[src/rtl/qs_pkg.sv]
package qs_pkg;
   typedef enum logic [1:0] {
      ST_COL  = 2'd0,
      ST_THR  = 2'd1,
      ST_SRCH = 2'd2
   } qs_st_e;
endpackage

[src/rtl/qs_frame.sv]
module qs_frame #(
   parameter int DW = 16,
   parameter int W  = 20
) (
   input  logic                 clk,
   input  logic                 rst_n,
   input  logic                 smp_vld,
   input  logic signed [DW-1:0] smp,
   input  logic                 pk_in,
   input  logic                 busy,
   input  logic                 restart,
   output logic                 full,
   output logic signed [DW-1:0] fr [2*W+5]
);
   localparam int N  = 2*W+5;
   localparam int C  = W+2;
   localparam int CW = $clog2(C+1);

   logic          acc;
   logic          armed;
   logic [CW-1:0] fill;
   logic [CW-1:0] cnt;

   assign acc  = smp_vld & ~busy;
   assign full = acc & armed & (cnt == CW'(1));

   always_ff @(posedge clk or negedge rst_n) begin
      if (!rst_n) begin
         for (int i = 0; i < N; i++) fr[i] <= '0;
         fill  <= '0;
         cnt   <= '0;
         armed <= 1'b0;
      end else begin
         if (acc) begin
            for (int i = 0; i < N-1; i++) fr[i] <= fr[i+1];
            fr[N-1] <= smp;
            if (fill != CW'(C)) fill <= fill + CW'(1);
         end
         if (restart) begin
            fill  <= '0;
            armed <= 1'b0;
         end else if (acc) begin
            if (armed) begin
               cnt <= cnt - CW'(1);
               if (cnt == CW'(1)) armed <= 1'b0;
            end else if (pk_in && fill == CW'(C)) begin
               armed <= 1'b1;
               cnt   <= CW'(C);
            end
         end
      end
   end

   AST_ARM_NEEDS_STROBE: assert property (@(posedge clk) disable iff (!rst_n)
      $rose(armed) |-> $past(pk_in && smp_vld && !busy));
endmodule

[src/rtl/qs_slope_thr.sv]
module qs_slope_thr #(
   parameter int DW = 16
) (
   input  logic                 clk,
   input  logic                 rst_n,
   input  logic                 clr,
   input  logic                 en,
   input  logic signed [DW-1:0] cur,
   input  logic signed [DW-1:0] prv,
   output logic [DW:0]          thr
);
   localparam int SW = DW+1;

   logic signed [SW-1:0] d;
   logic [SW-1:0]        mag;
   logic [SW-1:0]        mpos;
   logic [SW-1:0]        mneg;

   assign d   = $signed({cur[DW-1], cur}) - $signed({prv[DW-1], prv});
   assign mag = d[SW-1] ? SW'(-d) : SW'(d);
   assign thr = ((mpos < mneg) ? mpos : mneg) >> 3;

   always_ff @(posedge clk or negedge rst_n) begin
      if (!rst_n) begin
         mpos <= '0;
         mneg <= '0;
      end else if (clr) begin
         mpos <= '0;
         mneg <= '0;
      end else if (en) begin
         if (d > 0 && mag > mpos) mpos <= mag;
         if (d < 0 && mag > mneg) mneg <= mag;
      end
   end

   AST_THR_BOUND: assert property (@(posedge clk) disable iff (!rst_n)
      (SW+3)'(thr) * 8 <= (SW+3)'(mpos) && (SW+3)'(thr) * 8 <= (SW+3)'(mneg));
endmodule

[src/rtl/qs_cand.sv]
module qs_cand #(
   parameter int DW = 16
) (
   input  logic signed [DW-1:0] xm2,
   input  logic signed [DW-1:0] xm1,
   input  logic signed [DW-1:0] x0,
   input  logic signed [DW-1:0] xp1,
   input  logic [DW:0]          thr,
   output logic                 hit
);
   localparam int SW = DW+1;

   logic signed [SW-1:0] s_pre, s_in, s_out;
   logic [SW-1:0]        m_pre, m_in, m_out;
   logic                 flat_or_turn, steep;

   always_comb begin
      s_pre = $signed({xm1[DW-1], xm1}) - $signed({xm2[DW-1], xm2});
      s_in  = $signed({x0[DW-1], x0})   - $signed({xm1[DW-1], xm1});
      s_out = $signed({xp1[DW-1], xp1}) - $signed({x0[DW-1], x0});
      m_pre = s_pre[SW-1] ? SW'(-s_pre) : SW'(s_pre);
      m_in  = s_in[SW-1]  ? SW'(-s_in)  : SW'(s_in);
      m_out = s_out[SW-1] ? SW'(-s_out) : SW'(s_out);
      flat_or_turn = (s_in == 0) || (s_out == 0) ||
                     ((s_in > 0) && (s_out < 0)) || ((s_in < 0) && (s_out > 0));
      steep = (m_pre > thr) && (m_in > thr) && (m_out > thr);
      hit   = flat_or_turn | steep;
   end
endmodule

[src/rtl/qs_locator.sv]
module qs_locator
   import qs_pkg::*;
#(
   parameter int DW = 16,
   parameter int W  = 20
) (
   input  logic                      clk,
   input  logic                      rst_n,
   input  logic                      smp_vld,
   input  logic signed [DW-1:0]      smp,
   input  logic                      pk_in,
   output logic                      busy,
   output logic                      res_vld,
   output logic                      q_fnd,
   output logic signed [DW-1:0]      q_amp,
   output logic [$clog2(W+1)-1:0]    q_off,
   output logic                      s_fnd,
   output logic signed [DW-1:0]      s_amp,
   output logic [$clog2(W+1)-1:0]    s_off
);
   localparam int N  = 2*W+5;
   localparam int C  = W+2;
   localparam int IW = $clog2(N);
   localparam int KW = $clog2(W+1);

   if (W < 3) begin : g_bad_w
      $error("qs_locator: W must be at least 3");
   end
   if (DW < 4) begin : g_bad_dw
      $error("qs_locator: DW must be at least 4");
   end

   qs_st_e               st;
   logic [IW-1:0]        ti;
   logic [KW-1:0]        k;
   logic                 frm_full, restart;
   logic signed [DW-1:0] fr [N];
   logic [DW:0]          thr;

   logic                 hit [2];
   logic                 wf [2], nf [2], of [2];
   logic signed [DW-1:0] wa [2], na [2], oa [2];
   logic [KW-1:0]        wo [2], no [2], oo [2];

   assign busy    = (st != ST_COL);
   assign restart = (st == ST_SRCH) && (k == KW'(W));

   qs_frame #(.DW(DW), .W(W)) u_frm (
      .clk(clk), .rst_n(rst_n), .smp_vld(smp_vld), .smp(smp), .pk_in(pk_in),
      .busy(busy), .restart(restart), .full(frm_full), .fr(fr)
   );

   qs_slope_thr #(.DW(DW)) u_thr (
      .clk(clk), .rst_n(rst_n), .clr(frm_full), .en(st == ST_THR),
      .cur(fr[ti]), .prv(fr[ti - IW'(1)]), .thr(thr)
   );

   for (genvar g = 0; g < 2; g++) begin : g_side
      logic [IW-1:0] j;
      if (g == 0) begin : g_q
         assign j = IW'(C) - IW'(k);
      end else begin : g_s
         assign j = IW'(C) + IW'(k);
      end
      qs_cand #(.DW(DW)) u_cand (
         .xm2(fr[j - IW'(2)]), .xm1(fr[j - IW'(1)]), .x0(fr[j]),
         .xp1(fr[j + IW'(1)]), .thr(thr), .hit(hit[g])
      );
      assign nf[g] = wf[g] | hit[g];
      assign na[g] = wf[g] ? wa[g] : (hit[g] ? fr[j] : '0);
      assign no[g] = wf[g] ? wo[g] : (hit[g] ? k : '0);
   end

   always_ff @(posedge clk or negedge rst_n) begin
      if (!rst_n) begin
         st      <= ST_COL;
         ti      <= '0;
         k       <= '0;
         res_vld <= 1'b0;
         for (int g = 0; g < 2; g++) begin
            wf[g] <= 1'b0; wa[g] <= '0; wo[g] <= '0;
            of[g] <= 1'b0; oa[g] <= '0; oo[g] <= '0;
         end
      end else begin
         res_vld <= 1'b0;
         case (st)
            ST_COL: if (frm_full) begin
               st <= ST_THR;
               ti <= IW'(C-W+1);
            end
            ST_THR: begin
               ti <= ti + IW'(1);
               if (ti == IW'(C+W)) begin
                  st <= ST_SRCH;
                  k  <= KW'(1);
                  for (int g = 0; g < 2; g++) begin
                     wf[g] <= 1'b0; wa[g] <= '0; wo[g] <= '0;
                  end
               end
            end
            ST_SRCH: begin
               k <= k + KW'(1);
               for (int g = 0; g < 2; g++) begin
                  wf[g] <= nf[g]; wa[g] <= na[g]; wo[g] <= no[g];
               end
               if (k == KW'(W)) begin
                  for (int g = 0; g < 2; g++) begin
                     of[g] <= nf[g]; oa[g] <= na[g]; oo[g] <= no[g];
                  end
                  res_vld <= 1'b1;
                  st      <= ST_COL;
               end
            end
            default: st <= ST_COL;
         endcase
      end
   end

   assign q_fnd = of[0];
   assign q_amp = oa[0];
   assign q_off = oo[0];
   assign s_fnd = of[1];
   assign s_amp = oa[1];
   assign s_off = oo[1];

   AST_BUSY_AFTER_FULL: assert property (@(posedge clk) disable iff (!rst_n)
      frm_full |=> busy);
   AST_RES_PULSE: assert property (@(posedge clk) disable iff (!rst_n)
      res_vld |=> !res_vld);
   AST_RES_HOLD: assert property (@(posedge clk) disable iff (!rst_n)
      !res_vld |-> $stable(q_amp) && $stable(s_amp) && $stable(q_off) && $stable(s_fnd));
   AST_EMPTY_ZERO: assert property (@(posedge clk) disable iff (!rst_n)
      res_vld && !q_fnd |-> q_amp == 0 && q_off == 0);
   AST_OFF_RANGE: assert property (@(posedge clk) disable iff (!rst_n)
      s_fnd |-> s_off >= KW'(1) && s_off <= KW'(W));
endmodule

[config.mk]
export PLATFORM = sky130hd
export DESIGN_NAME = qs_locator
export DESIGN_NICKNAME = d
export VERILOG_FILES = /design/src/rtl/qs_pkg.sv /design/src/rtl/qs_frame.sv /design/src/rtl/qs_slope_thr.sv /design/src/rtl/qs_cand.sv /design/src/rtl/qs_locator.sv
export SDC_FILE = /design/constraint.sdc
export NUM_CORES = 2
export LEC_CHECK = 0
export BUFFER_PORTS_ARGS = -buffer_cell sky130_fd_sc_hd__buf_2
export CAP_MARGIN = 5
export CELL_PAD_IN_SITES_DETAIL_PLACEMENT = 1
export CELL_PAD_IN_SITES_GLOBAL_PLACEMENT = 2
export CORE_ASPECT_RATIO = 2
export CORE_MARGIN = 2
export CORE_UTILIZATION = 46
export CTS_CLUSTER_SIZE = 30
export DETAILED_ROUTE_END_ITERATION = 10
export MAX_ROUTING_LAYER = met4
export PLACE_DENSITY = 0.87
export SKIP_LAST_GASP = 1
export SLEW_MARGIN = 40
export SYNTH_ARGS = -nofsm -noshare
export SYNTH_HDL_FRONTEND = slang
export SYNTH_SLANG_ARGS = --single-unit
[constraint.sdc]
create_clock -name clk -period 22 [get_ports clk]
set_clock_uncertainty 0.05 [all_clocks]
set_input_delay 6.6 -clock clk [delete_from_list [all_inputs] [get_ports clk]]
set_output_delay 6.6 -clock clk [all_outputs]
set_load 0.02 [all_outputs]
==> results.md <==
- Worst slew pin tran: 983.4 ps
- Total core area: 202600 um^2
- Number of DRC violations after detailed-routing iteration 0: 9984
- Post-route cell area: 100800 um^2
- Critical path data required time: 22590 ps
- Power density of the placed cells: 176.0 nW/um^2
- Leakage power figure: 41.00 nW
- Largest fanout of any net on the critical path: 62
- Number of buffers inserted by post-CTS setup repair: 0
- Rel. slew slack: 0.3304
- Worst vdd ir: 0.4677 mV
- Routed vias/inst: 7.349
- Top FF cell, synth: sky130_fd_sc_hd__dfrtp_1
- Worst R2R Path Depth: 39
- Starting Density: 0.4617
- Final critical-path required period: 12580 ps
- CTS tree: built
- Worst hold slack: 436.5 ps
- Relative area change from synthesis to final layout: 7.724%
- Cell Count, Final, Fillers Out: 12720
- Total CTS buffers: 91
- Tightest Hold Check Type: register to register
- Arr. time, crit path: 13160 ps
- Remaining number of nets flagged by the antenna check after routing: 0
- Net count of the mapped netlist: 10660
- Capture point of the critical path: s_off[4]
- Final number of hold-violating endpoints: 0
- Number of I/O pins: 66
- Number of detailed-routing iterations run before antenna repair: 6
- Insertion delay to the later sink of the worst-skew pair: 820 ps
- Share of synthesized area occupied by flip-flops and latches: 0.2319
- RR Endpoint: s_off[4]
- Startpoint kind of the worst setup timing path: register
- Syn Inst Count: 10370
- Synth async-reset ratio: 1.000
- FF+latch count, synth: 867
- Stage delay of the slowest cell on the critical path: 870 ps
- Share of cells above drive strength 1: 0.2055
- Maximum clock frequency: 79.51 MHz
- Sinks on Clock Net: 867
- Worst flop-to-flop path startpoint: k[0]
- Maximum number of buffers from clock root to sink: 3
- H-Tree Level Count: 3
- Global route total overflow: 0
- Full die area: 207200 um^2
- Max-cap violations: 0
- Number of design rule violations left after detail routing: 0
- Chip height: 641.7 um
- Total of fill cells in the finished design: 23090
- DR WL/cell: 38.81 um
- Unrepaired setup endpoints after global routing: no
- Critical path capture point type: register
- Pin count of the biggest net entering global routing: 180
- Worst reg-to-reg setup slack: 9420 ps
- Post-Route Setup TNS: 0 ps
- Die X-Extent: 322.9 um
- # nets final: 10180
- Placer's final routability congestion estimate: 1.088
- Buffers on Ports: 65
- Final number of max-transition violations: 0
- Wire length of the first global-routing pass: 706.6 mm
- Number of resized instances in the post-cts repair step: 0
- Wire length after detailed routing: 493.9 mm
- Average instance area after synthesis: 9.023 um^2
- Via count of the first global-routing pass: 97310
- Crit share post-route: 0.5717
- Run status: finished clean
- Number of rows created at floorplan: 234
- Number of enable-type register cells in the synthesized netlist: 0
- Post-detail-place hpwl: 354.5 mm
- Placed inst area: 97040 um^2
- Number of antenna violations at the first check in global routing: 40
- Netlist Area Pre-Place: 93540 um^2
- Core occupancy in the finished layout: 0.4974
- Worst Setup Path Type: register to register
- CTS Hold Buffers Added: 0
- Count of synthesis-stage warnings from yosys: 0
- Worst Setup SP: k[0]
- Critical-path top delay cell: sky130_fd_sc_hd__dfrtp_4
- Aggregate global-route resource usage: 0.4909
- Cells after DPL: 12500
- Number of distinct library cells after synthesis: 107
- DR vias: 93510
- Clock root buffer: sky130_fd_sc_hd__clkbuf_16
- Clock Pin Slew Worst Setup and Hold Paths: 70 ps
- Number of failing setup endpoints in the final timing report: 0
[layout by cell type, fill, tap and decap left out, types with 31 or more instances in the layout]
| cell | netlist | final |
|---|---|---|
| sky130_fd_sc_hd__nor3_1 | 99 | 92 |
| sky130_fd_sc_hd__o211ai_1 | 96 | 96 |
| sky130_fd_sc_hd__a21o_1 | 93 | 93 |
| sky130_fd_sc_hd__and3_1 | 94 | 94 |
| sky130_fd_sc_hd__a211oi_1 | 194 | 193 |
| sky130_fd_sc_hd__nand3_1 | 154 | 154 |
| sky130_fd_sc_hd__o31ai_1 | 35 | 34 |
| sky130_fd_sc_hd__o21ai_0 | 346 | 342 |
| sky130_fd_sc_hd__o22ai_1 | 94 | 73 |
| sky130_fd_sc_hd__o21a_1 | 55 | 54 |
| sky130_fd_sc_hd__mux2i_1 | 515 | 503 |
| sky130_fd_sc_hd__xor2_1 | 65 | 61 |
| sky130_fd_sc_hd__xnor2_1 | 118 | 96 |
| sky130_fd_sc_hd__a21oi_1 | 496 | 481 |
| sky130_fd_sc_hd__nand2_1 | 3020 | 3013 |
| sky130_fd_sc_hd__buf_2 | 55 | 64 |
| sky130_fd_sc_hd__a31oi_1 | 75 | 74 |
| sky130_fd_sc_hd__inv_1 | 183 | 182 |
| sky130_fd_sc_hd__buf_6 | 1 | 31 |
| sky130_fd_sc_hd__clkbuf_16 | 0 | 93 |
| sky130_fd_sc_hd__dfrtp_1 | 867 | 855 |
| sky130_fd_sc_hd__a311oi_1 | 53 | 50 |
| sky130_fd_sc_hd__ha_1 | 267 | 264 |
| sky130_fd_sc_hd__diode_2 | 0 | 49 |
| sky130_fd_sc_hd__o21ai_1 | 61 | 61 |
| sky130_fd_sc_hd__nand4_1 | 56 | 56 |
| sky130_fd_sc_hd__nor2b_1 | 71 | 68 |
| sky130_fd_sc_hd__mux4_2 | 1146 | 1146 |
| sky130_fd_sc_hd__buf_4 | 16 | 257 |
| sky130_fd_sc_hd__mux2_2 | 159 | 159 |
| sky130_fd_sc_hd__and2_1 | 44 | 42 |
| sky130_fd_sc_hd__nand2b_1 | 44 | 43 |
| sky130_fd_sc_hd__nor2_1 | 492 | 482 |
[Yosys cell counts (18+ instances only)]
master,instances,area [um^2]
sky130_fd_sc_hd__a211oi_1,194,1456
sky130_fd_sc_hd__a21oi_1,496,2482
sky130_fd_sc_hd__mux2_2,159,1790
sky130_fd_sc_hd__o311ai_0,18,157.7
sky130_fd_sc_hd__nand4_1,56,350.3
sky130_fd_sc_hd__a221oi_1,30,262.8
sky130_fd_sc_hd__dfrtp_1,867,21700
sky130_fd_sc_hd__nand2_1,3020,11340
sky130_fd_sc_hd__inv_1,183,686.9
sky130_fd_sc_hd__nor2b_1,71,444.2
sky130_fd_sc_hd__a2111oi_0,21,183.9
sky130_fd_sc_hd__nor3b_1,20,150.1
sky130_fd_sc_hd__a21boi_0,20,150.1
sky130_fd_sc_hd__o21a_1,55,412.9
sky130_fd_sc_hd__nor3_1,99,495.5
sky130_fd_sc_hd__a311oi_1,53,464.2
sky130_fd_sc_hd__o21ai_1,61,305.3
sky130_fd_sc_hd__nor2_1,492,1847
sky130_fd_sc_hd__xnor2_1,118,1033
sky130_fd_sc_hd__o21ai_0,346,1732
sky130_fd_sc_hd__nand2b_1,44,275.3
sky130_fd_sc_hd__and3_1,94,588.1
sky130_fd_sc_hd__ha_1,267,3341
sky130_fd_sc_hd__o22ai_1,94,588.1
sky130_fd_sc_hd__mux4_2,1146,25810
sky130_fd_sc_hd__nor4_1,19,118.9
sky130_fd_sc_hd__nand3_1,154,770.7
sky130_fd_sc_hd__o211ai_1,96,720.7
sky130_fd_sc_hd__xor2_1,65,569.3
sky130_fd_sc_hd__and2_1,44,275.3
sky130_fd_sc_hd__buf_2,55,275.3
sky130_fd_sc_hd__a31oi_1,75,469.2
sky130_fd_sc_hd__buf_1,174,653.1
sky130_fd_sc_hd__clkbuf_1,709,2661
sky130_fd_sc_hd__a21o_1,93,698.2
sky130_fd_sc_hd__mux2i_1,515,5155
sky130_fd_sc_hd__a22oi_1,26,195.2
sky130_fd_sc_hd__o31ai_1,35,262.8
[layer usage]
layer / part of all wire / vias up / GRT usage
met4: 0.14 / 0 / 0.5331
li1: - / 37280 / -
met2: 0.46 / 6120 / 0.7562
met5: 0 / - / -
met3: 0.099 / 2983 / 0.1658
met1: 0.29 / 47120 / 0.4513
[flip-flops by register name (all words and copies together), names as in the netlist, 6 cells and up]
signal	flops
q_amp	16
s_amp	16
ti	6
u_frm.fr	720
u_thr.mneg	17
u_thr.mpos	17
wa	32
wo	10
[layout make-up]
cell class	count	area, um^2	share of cell area
Clock buffer	124	2592	0.02573
Timing Repair Buffer	382	3211	0.03186
Clock inverter	43	561.8	0.005575
Sequential cell	867	21730	0.2156
Tap cell	2714	3396	0.03370
Inverter	187	716.9	0.007115
Antenna cell	49	122.6	0.001217
Multi-Input combinational cell	8358	68440	0.6792
[through the flow]
| stage | power [mW] | setup slack, ps |
|---|---|---|
| global placement | 15.28 | 9236 |
| CTS | 17.42 | 9627 |
| detailed placement | 15.62 | 9655 |
| floorplan | 10.83 | 9636 |
| finish | 17.73 | 9422 |
| global route | 18.72 | 8861 |
[cells by family after synthesis]
family / after synthesis / share of synthesized area
adder cells (fa/ha/maj): 274 / 0.03703
AO/OA/AOI/OAI: 1895 / 0.1312
AND/OR/NAND/NOR: 4175 / 0.1832
multiplexers: 1820 / 0.3502
XOR/XNOR: 194 / 0.01919
buffers and inverters: 1142 / 0.04728
flip-flops: 867 / 0.2319
[critical path, delay by kind of cell (launching register included)]
family	cells	cell delay [ps]
compound gates	22	4710
fa+ha+maj	3	1310
buf+inv	9	4030
flops	1	870
mux	1	620
simple gates	4	500
[report_power, final]
group	internal, mW	total, mW	switching (mW)
logic	4.91	13.4	8.50
registers	1.86	2.59	0.722
clock network	0.929	1.73	0.804
total	7.71	17.7	10.0
[worst min-delay path by stage]
stage	startpoint	to	cells past startpoint
finish	wa[7]	wa[7]	2
global route	wa[7]	wa[7]	2
CTS	wa[2]	wa[2]	2
detailed placement	wa[2]	wa[2]	2
global placement	wa[2]	wa[2]	2
floorplan	wa[2]	wa[2]	2
Power figures use the tool's default switching activity.
